**src/rtl/nttb_pkg.sv**
```systemverilog
package nttb_pkg;
    typedef enum logic {
        S_IDLE = 1'b0,
        S_SHOW = 1'b1
    } bfly_state_e;
endpackage

```
**src/rtl/nttb_shift_mod.sv**
```systemverilog
// Multiplies a residue by 2^sh modulo 2^P+1 using a shift and an alternating fold.
module nttb_shift_mod #(
    parameter int P  = 16,
    parameter int EW = $clog2(2 * P)
) (
    input  logic [P:0]    x,
    input  logic [EW-1:0] sh,
    output logic [P:0]    y
);
    localparam int PW = 3 * P;
    localparam logic signed [P+2:0] MODS = (P + 3)'((64'd1 << P) + 64'd1);

    logic [PW-1:0]       prod;
    logic [P-1:0]        c_lo, c_mid, c_hi;
    logic signed [P+2:0] raw, fixd;

    always_comb begin
        prod  = PW'(x) << sh;
        c_lo  = prod[P-1:0];
        c_mid = prod[2*P-1:P];
        c_hi  = prod[3*P-1:2*P];
        // 2^P == -1 and 2^(2P) == +1 modulo m
        raw = $signed({3'b000, c_lo}) + $signed({3'b000, c_hi})
            - $signed({3'b000, c_mid});
        if (raw < 0)
            fixd = raw + MODS;
        else if (raw >= MODS)
            fixd = raw - MODS;
        else
            fixd = raw;
        y = (P + 1)'(fixd);
    end
endmodule

```
**src/rtl/nttb_addsub.sv**
```systemverilog
// Modular add and subtract of two reduced residues.
module nttb_addsub #(
    parameter int P = 16
) (
    input  logic [P:0] a,
    input  logic [P:0] t,
    output logic [P:0] sum,
    output logic [P:0] diff
);
    localparam logic [P+1:0]        MODU = (P + 2)'((64'd1 << P) + 64'd1);
    localparam logic signed [P+2:0] MODS = (P + 3)'((64'd1 << P) + 64'd1);

    logic [P+1:0]        s_raw;
    logic signed [P+2:0] d_raw, d_fix;

    always_comb begin
        s_raw = {1'b0, a} + {1'b0, t};
        sum   = (s_raw >= MODU) ? (P + 1)'(s_raw - MODU) : (P + 1)'(s_raw);
        d_raw = $signed({2'b00, a}) - $signed({2'b00, t});
        d_fix = (d_raw < 0) ? (d_raw + MODS) : d_raw;
        diff  = (P + 1)'(d_fix);
    end
endmodule

```
**src/rtl/nttb_butterfly.sv**
```systemverilog
module nttb_butterfly
    import nttb_pkg::*;
#(
    parameter int P = 16,
    parameter int T = 8,
    localparam int IW = $clog2(T),
    localparam int RW = P + 1
) (
    input  logic          clk,
    input  logic          rst_n,
    input  logic          valid_in,
    input  logic          inverse,
    input  logic [IW-1:0] idx,
    input  logic [RW-1:0] a,
    input  logic [RW-1:0] b,
    output logic          valid_out,
    output logic [RW-1:0] sum_out,
    output logic [RW-1:0] diff_out
);
    localparam int EW    = $clog2(2 * P);
    localparam int W     = (2 * P) / T;
    localparam int LT    = $clog2(T);
    localparam int SC_SH = 2 * P - LT;
    localparam longint MODV = (64'd1 << P) + 64'd1;

    bfly_state_e   state_q, state_d;
    logic [EW-1:0] fw_sh, inv_sh, tw_sh;
    logic [RW-1:0] tw_b;
    logic [RW-1:0] lane_pre [2];
    logic [RW-1:0] lane_scl [2];
    logic [RW-1:0] nxt_sum, nxt_diff;

    // Twiddle exponent: W*idx forward, negated modulo 2P inverse
    always_comb begin
        fw_sh  = EW'(W * int'(idx));
        inv_sh = (fw_sh == '0) ? '0 : EW'(2 * P - W * int'(idx));
        tw_sh  = inverse ? inv_sh : fw_sh;
    end

    nttb_shift_mod #(.P(P), .EW(EW)) u_twiddle (
        .x  (b),
        .sh (tw_sh),
        .y  (tw_b)
    );

    nttb_addsub #(.P(P)) u_core (
        .a    (a),
        .t    (tw_b),
        .sum  (lane_pre[0]),
        .diff (lane_pre[1])
    );

    // 1/T scaling lanes, one per result
    for (genvar g = 0; g < 2; g++) begin : g_scale
        nttb_shift_mod #(.P(P), .EW(EW)) u_scale (
            .x  (lane_pre[g]),
            .sh (EW'(SC_SH)),
            .y  (lane_scl[g])
        );
    end

    always_comb begin
        nxt_sum  = inverse ? lane_scl[0] : lane_pre[0];
        nxt_diff = inverse ? lane_scl[1] : lane_pre[1];
    end

    // Next-state logic
    always_comb begin
        state_d = state_q;
        unique case (state_q)
            S_IDLE: state_d = valid_in ? S_SHOW : S_IDLE;
            S_SHOW: state_d = valid_in ? S_SHOW : S_IDLE;
            default: state_d = S_IDLE;
        endcase
    end

    // State register
    always_ff @(posedge clk or negedge rst_n) begin
        if (!rst_n)
            state_q <= S_IDLE;
        else
            state_q <= state_d;
    end

    // Result registers
    always_ff @(posedge clk or negedge rst_n) begin
        if (!rst_n) begin
            sum_out  <= '0;
            diff_out <= '0;
        end else if (valid_in) begin
            sum_out  <= nxt_sum;
            diff_out <= nxt_diff;
        end
    end

    // Output decode
    always_comb begin
        valid_out = (state_q == S_SHOW);
    end

    // Assertions
    a_r1_in_range: assert property (@(posedge clk) disable iff (!rst_n)
        valid_out |-> (longint'(sum_out) < MODV && longint'(diff_out) < MODV));

    a_r6_valid_rise: assert property (@(posedge clk) disable iff (!rst_n)
        valid_in |=> valid_out);

    a_r6_valid_fall: assert property (@(posedge clk) disable iff (!rst_n)
        !valid_in |=> !valid_out);

    a_r7_hold: assert property (@(posedge clk) disable iff (!rst_n)
        !valid_in |=> ($stable(sum_out) && $stable(diff_out)));

    a_r9_unit_twiddle: assert property (@(posedge clk) disable iff (!rst_n)
        (valid_in && !inverse && idx == '0 &&
         longint'(a) < MODV && longint'(b) < MODV)
        |=> longint'(sum_out) == (longint'($past(a)) + longint'($past(b))) % MODV);
endmodule

```
**config.mk**
```make
export PLATFORM = sky130hd
export DESIGN_NAME = nttb_butterfly
export DESIGN_NICKNAME = d
export VERILOG_FILES = /design/src/rtl/nttb_pkg.sv /design/src/rtl/nttb_shift_mod.sv /design/src/rtl/nttb_addsub.sv /design/src/rtl/nttb_butterfly.sv
export SDC_FILE = /design/constraint.sdc
export NUM_CORES = 1
export LEC_CHECK = 0
export BUFFER_PORTS_ARGS = -buffer_cell sky130_fd_sc_hd__buf_2
export CORE_MARGIN = 2
export CORE_UTILIZATION = 63
export DETAILED_ROUTE_END_ITERATION = 10
export GPL_TIMING_DRIVEN = 0
export HOLD_SLACK_MARGIN = 0.05
export PLACE_DENSITY = 0.88
export RECOVER_POWER = 50
export SYNTH_ARGS = -nofsm -noshare
export SYNTH_HDL_FRONTEND = slang
export SYNTH_SLANG_ARGS = --single-unit
```
**constraint.sdc**
```tcl
create_clock -name clk -period 1.2 [get_ports clk]
set_clock_uncertainty 0.1 [all_clocks]
set_input_delay 0.06 -clock clk [delete_from_list [all_inputs] [get_ports clk]]
set_output_delay 0.06 -clock clk [all_outputs]
set_load 0.02 [all_outputs]
```
==> impl_metrics.yaml, run 1 <==
run_status:
  status: "did not finish"
  failed_stage: "global routing (5_1_grt)"
  error: "[ERROR GRT-0232] Routing congestion too high. Check the congestion heatmap in the GUI."
yosys:
  synthTopCellsByCount: "nand2_1 (104), nor2_1 (88), inv_1 (73)"
  syn_inst: 1087
  synth-seq-area-share: 0.110
  synthTopCellsByArea: "dfrtp_1 (11%), ha_1 (11%), xnor2_1 (7.1%), nand2_1 (4.9%), nor2_1 (4.1%)"
  ys.flop_type: "dfrtp_1"
  ys_types: 91
  synth_warnings: 0
  ys_ff_latch: 35
  synth_top_area_share: 0.110
  synth_most_common_cell: "nand2_1"
  avgSynthCellArea_um2: 7.34
  synth_nets: 1212
  synth_top_cell_by_area: "dfrtp_1"
  synth-async-reset-ratio: 1.00
  syn_area_um2: 7980
  synth_edf_count: 0
grt:
  grt_usage: 0.712
  grt_max_degree: 36
  grt_overflow: 3
place:
  io_buffers: 75
  place_hpwl_um: 19800
  placed_area_um2: 8870
  gp_congestion: 1.02
floorplanning:
  ios: 76
  start_util: 0.640
  die-width_um: 117
  rows: 41
  die_y_um: 117
clocking:
  cts_max_level: 2
  root_buffer: "clkbuf_16"
  cts-buffers-inserted: 5
  max-clock-path-buffers: 2
  numClockSinks: 35
sta:
  postGrtWorstEndpoint: "diff_out[14]$_DFFE_PN0P_/D"
  worstEndpointType: "register input"
-- logic make-up after synthesis --
kind of cell             after synthesis  synth area share
multiplexers                          36            0.0460
buffers and inverters                115            0.0552
AO/OA/AOI/OAI                        312             0.273
flip-flops                            35             0.110
AND/OR/NAND/NOR                      404             0.258
XOR/XNOR                             101             0.113
adder cells (fa/ha/maj)               84             0.146
-- per-stage QoR --
step | hold slack (ps) | utilization | setup slack, ps | std cells
after detailed placement | 72.1 | 0.711 | -10020 | 1334
after floorplan | -336 | - | -8040 | 1087
after global placement | 67.2 | 0.711 | -9800 | 1334
after CTS | 267 | 0.858 | -7950 | 1438
-- timing repair --
item | CTS
hold endpoints to repair | 36
setup buffers | 100
pin swaps | 83
gates cloned | 1
gates resized for setup | 201
hold buffers | 2
endpoints found under the setup margin | 34
-- routing by layer --
metal / GRT usage / overflow
met1: 0.705 / 1
met2: 0.892 / 2
met3: 0.557 / 0
met4: 0.700 / 0
met5: 0.219 / 0
==> run 2, diff against run 1 <==
--- a/config.mk
+++ b/config.mk
@@ -7,11 +7,10 @@
 export LEC_CHECK = 0
 export BUFFER_PORTS_ARGS = -buffer_cell sky130_fd_sc_hd__buf_2
 export CORE_MARGIN = 2
-export CORE_UTILIZATION = 63
+export CORE_UTILIZATION = 40
 export DETAILED_ROUTE_END_ITERATION = 10
 export GPL_TIMING_DRIVEN = 0
-export HOLD_SLACK_MARGIN = 0.05
-export PLACE_DENSITY = 0.88
+export PLACE_DENSITY_LB_ADDON = 0.15
 export RECOVER_POWER = 50
 export SYNTH_ARGS = -nofsm -noshare
 export SYNTH_HDL_FRONTEND = slang
==> run 2 against run 1 <==
Net effect: the flow now finishes, with violations (negative setup slack); area after synthesis is the same; synthesized cell count is the same.
==> impl_metrics.yaml, run 2 <==
run_status:
  status: "finished with violations"
  violations: "negative setup slack"
setup_path:
  cpMaxStageDelayCell: "or4_4"
  worstPathMaxFanout: 6
  ff2ff_setup_slack_ps: 170
  critPathCaptureType: "flip-flop"
  crit_required_ps: 1270
  cp_common_cell: "or4_4"
  slowest_delay_ps: 570
  critical_path_arrival_ps: 9490
  path_buf_inv: 5
  critPathLaunchType: "input port"
  crit_family: "simple AND/OR/NAND/NOR gates"
  critical_path_class: "input port to flip-flop"
yosys:
  ys.flop_type: "dfrtp_1"
  ys_ff_latch: 35
  syn_inst: 1087
  synth_most_common_cell: "nand2_1"
  synth_nets: 1212
  ys_types: 91
  synth_fa_ha_area_frac: 0.146
  synthTopCellsByArea: "dfrtp_1 (11%), ha_1 (11%), xnor2_1 (7.1%), nand2_1 (4.9%), nor2_1 (4.1%)"
  synth-async-reset-ratio: 1.00
  synthTopCellsByCount: "nand2_1 (104), nor2_1 (88), inv_1 (73)"
  synthMuxAreaShare: 0.0460
  synth_xor_area_frac: 0.113
  synth_warnings: 0
  syn_area_um2: 7980
  synth_top_cell_by_area: "dfrtp_1"
  synth_compound_gate_area_share: 0.273
  synth_top_area_share: 0.110
  synth_top_family_by_area: "compound AO/OA/AOI/OAI gates"
  synth-simple-area-share: 0.258
  synth-seq-area-share: 0.110
  synth_edf_count: 0
  avgSynthCellArea_um2: 7.34
floorplanning:
  die_y_um: 145
  rows: 51
  die-area_um2: 21100
  die-width_um: 145
  ios: 76
  start_util: 0.408
  core-area_um2: 19500
sta:
  rsz0062_at_grt: "yes"
  hold_violations: 0
  min_period_over_period: 7.85
  fmax_mhz: 106
  period_minus_slack_ps: 9420
  worst_pin_slew_ps: 831
  setup_ws_ps: -8220
  slew_headroom: 0.439
  finalMaxSlewViolations: 0
  setup_viol: 34
flow_run:
  maxCapViolCount: 0
grt:
  antenna_found_initial: 3
  grt_pass1_vias: 8444
  grt_overflow: 0
  grt_max_degree: 36
  grt_usage: 0.247
  grt_pass1_wl_um: 42900
layout:
  fillCellCount: 1822
  nNetsFinal: 1392
  most-common-layout-cells: "nand2_1 (99), buf_4 (90), nor2_1 (72), buf_2 (72), inv_1 (66)"
  finalInstanceArea_um2: 11200
  syn_to_final_growth_pct: 41.0
  mostFrequentLayoutCell: "nand2_1"
  layout-drive-gt1-share: 0.333
routing:
  vias_per_cell: 5.84
  routedWlPerCell_um: 18.0
  dr.pass1.iters: 5
  drtAntennaViolNets: 0
  drtIter0Drc: 501
  vias: 8960
  wirelength_um: 27600
  post-route-drc-count: 0
clocking:
  root_buffer: "clkbuf_16"
  clock_latency_ps: 290
  cts-buffers-inserted: 5
  numClockSinks: 35
  clkTransAtPathRegs_ps: 60
  max-clock-path-buffers: 2
  cts_max_level: 2
  cts_tree: "done"
place:
  io_buffers: 75
  gp_congestion: 0.938
  placed_area_um2: 8980
  place_hpwl_um: 20900
worst_hold_path:
  hold_class: "input port to asynchronous set/reset pin"
run 2: per-layer routing:
metal	GRT usage	routed length, um	vias to the layer above
li1	-	-	4358
met1	0.299	11500	4308
met2	0.460	14100	232
met3	0.0223	1030	58
met4	0.0735	959	4
met5	0	18	-
run 2: area by class of cell:
| cell class | instances | area [um2] | area share |
|---|---|---|---|
| Tap cell | 265 | 332 | 0.0295 |
| Inverter | 74 | 299 | 0.0266 |
| Antenna cell | 2 | 5.00 | 0.000445 |
| Buffer | 36 | 249 | 0.0221 |
| Clock inverter | 2 | 35.0 | 0.00312 |
| Timing Repair Buffer | 178 | 1230 | 0.110 |
| Clock buffer | 6 | 139 | 0.0124 |
| Multi-Input combinational cell | 937 | 8080 | 0.718 |
| Sequential cell | 35 | 876 | 0.0779 |
run 2: kinds of logic (layout without fill, tap and decap cells):
| logic type | count (synthesis) | in the layout |
|---|---|---|
| simple gates | 404 | 404 |
| compound gates | 312 | 312 |
| buf+inv | 115 | 296 |
| xor+xnor | 101 | 101 |
| fa+ha+maj | 84 | 84 |
| mux | 36 | 36 |
| flops | 35 | 35 |
| other cells | 0 | 2 |
run 2: worst paths after layout:
kind                                  start      endpoint  cells past startpoint
worst max-delay path                 idx[0]  diff_out[14]                     44
worst min-delay path                  rst_n   sum_out[11]                      2
worst max register to register  sum_out[15]   sum_out[15]                      2
worst min register to register  diff_out[6]   diff_out[6]                      1
max in group asynchronous             rst_n   diff_out[5]                      2
min in group clk                    inverse   sum_out[14]                      4
run 2: worst register-to-register path: stages, from the launching register on:
cell and delay [ps]:
dfrtp_1 370, a222oi_1 320, nand3_1 100
run 2: through the flow:
step	setup TNS (ps)	worst slack, ps	std cells	hold WS (ps)	util
after floorplan	-249100	-8040	1087	-336	-
after global routing	-271950	-8470	1533	265	0.576
after global placement	-323310	-10130	1427	81.7	0.460
after detailed placement	-324330	-10170	1427	85.1	0.460
final	-262080	-8220	1535	210	0.576
after CTS	-261940	-8090	1498	301	0.532
run 2: repair_timing:
action                                 4_1_cts  5_1_grt
setup endpoints to repair                   34       69
endpoints found under the hold margin       36        0
gates cloned                                 2        0
gates resized for setup                    148      126
hold buffers                                 2        0
pin swaps                                   56       63
buffers inserted                            62       40
Power of run 2 is not shown: default switching activity piles up to over one toggle a cycle in this logic, so the estimate is an artifact.
==> run 3, diff against run 2 <==
--- a/config.mk
+++ b/config.mk
@@ -12,6 +12,7 @@
 export GPL_TIMING_DRIVEN = 0
 export PLACE_DENSITY_LB_ADDON = 0.15
 export RECOVER_POWER = 50
+export SKIP_LAST_GASP = 1
 export SYNTH_ARGS = -nofsm -noshare
 export SYNTH_HDL_FRONTEND = slang
 export SYNTH_SLANG_ARGS = --single-unit
==> run 3 against run 2 <==
Net effect: the run still ends with negative setup slack left; core utilization is essentially flat; count of clock-buffer cells in the layout is the same; final cell count grew 0.20%.
==> impl_metrics.yaml, run 3 (synthesized netlist as in run 2, its figures left out) <==
clocking:
  cts-buffers-inserted: 5
  cts_tree: "done"
  root_buffer: "clkbuf_16"
  max-clock-path-buffers: 2
  clock_latency_ps: 280
  clkTransAtPathRegs_ps: 60
  cts_max_level: 2
  numClockSinks: 35
worst_hold_path:
  hold_class: "input port to asynchronous set/reset pin"
layout:
  syn_to_final_growth_pct: 41.0
  instances_no_fill: 1538
  nNetsFinal: 1395
  most-common-layout-cells: "nand2_1 (99), buf_4 (94), buf_2 (74)"
  mostFrequentLayoutCell: "nand2_1"
  layout-drive-gt1-share: 0.334
place:
  io_buffers: 75
  gp_congestion: 0.938
  place_hpwl_um: 20900
  dp.cells: 1427
sta:
  hold_ws_ps: 211
  finalMaxSlewViolations: 0
  min_period_over_period: 7.82
  setup_ws_ps: -8190
  fmax_mhz: 107
  period_minus_slack_ps: 9390
  slew_headroom: 0.437
  rsz0062_at_grt: "yes"
  worst_pin_slew_ps: 834
  hold_violations: 0
  setup_viol: 34
routing:
  post-route-drc-count: 0
  vias: 9001
  wirelength_um: 27600
  vias_per_cell: 5.85
  routedWlPerCell_um: 18.0
  drtIter0Drc: 518
  drtAntennaViolNets: 0
  dr.pass1.iters: 5
setup_path:
  critPathLaunchType: "input port"
  critPathCaptureType: "flip-flop"
  slowest_delay_ps: 560
  worstPathMaxFanout: 6
  critical_path_class: "input port to flip-flop"
  crit_required_ps: 1270
  cpMaxStageDelayCell: "or4_4"
  cp_common_cell: "or4_4"
  critical_path_arrival_ps: 9460
floorplanning:
  start_util: 0.408
  die_y_um: 145
  rows: 51
  die-area_um2: 21100
  die-width_um: 145
  core-area_um2: 19500
  ios: 76
grt:
  grt_pass1_vias: 8425
  grt_usage: 0.246
  grt_overflow: 0
  antenna_found_initial: 3
  grt_max_degree: 36
  grt_pass1_wl_um: 42800
run_status:
  status: "finished with violations"
  violations: "negative setup slack"
flow_run:
  maxCapViolCount: 0
==> run 3: layer usage <==
metal,GRT usage,vias up,routed length (um)
li1,-,4367,-
met1,0.299,4330,11300
met2,0.459,249,14200
met3,0.0223,51,1200
met4,0.0735,4,896
met5,0,-,18
==> run 3: final cells by class <==
class,count,area [um2]
sequential,35,876
multi-input combinational,937,8060
clock inverter,2,35.0
inverter,74,299
clock buffer,6,139
timing repair buffer,181,1260
tap,265,332
antenna,2,5.00
fill,1808,8280
buffer,36,245
==> run 3: final timing paths <==
kind                              from      endpoint  slack [ps]  cells past startpoint
setup / recovery                idx[0]  diff_out[14]       -8190                     44
hold / removal                   rst_n   sum_out[13]         210                      2
max in group asynchronous        rst_n   diff_out[5]         430                      2
hold reg to reg            diff_out[6]   diff_out[6]         370                      1
min in group clk               inverse   sum_out[14]         250                      4
setup reg to reg           sum_out[15]   sum_out[15]         150                      2
==> run 3: timing repair <==
item / 4_1_cts / 5_1_grt
pin swaps: 55 / 44
hold endpoints to repair: 36 / 0
resized for setup: 145 / 121
setup endpoints to repair: 34 / 69
buffers inserted: 62 / 42
hold buffers: 2 / 0
gates cloned: 2 / 0
==> run 3: worst max-delay path, delay by kind of cell <==
| kind | cells | cell delay (ps) |
|---|---|---|
| AOI/OAI and AO/OA | 9 | 1930 |
| xor gates and xnor gates | 2 | 430 |
| adders and majority gates | 8 | 1830 |
| buffers and inverters | 5 | 420 |
| muxes | 5 | 990 |
| and+or+nand+nor | 15 | 3810 |
==> run 3: stage by stage <==
stage | cell area [um2] | setup slack, ps | util | setup TNS (ps)
finish | 11200 | -8190 | 0.576 | -262100
global route | 11200 | -8490 | 0.576 | -273410
CTS | 10400 | -8090 | 0.531 | -261990
detailed placement | 8980 | -10170 | 0.460 | -324330
global placement | 8980 | -10130 | 0.460 | -323310
floorplan | 8280 | -8040 | - | -249100
Power of run 3 is left out for the same reason.
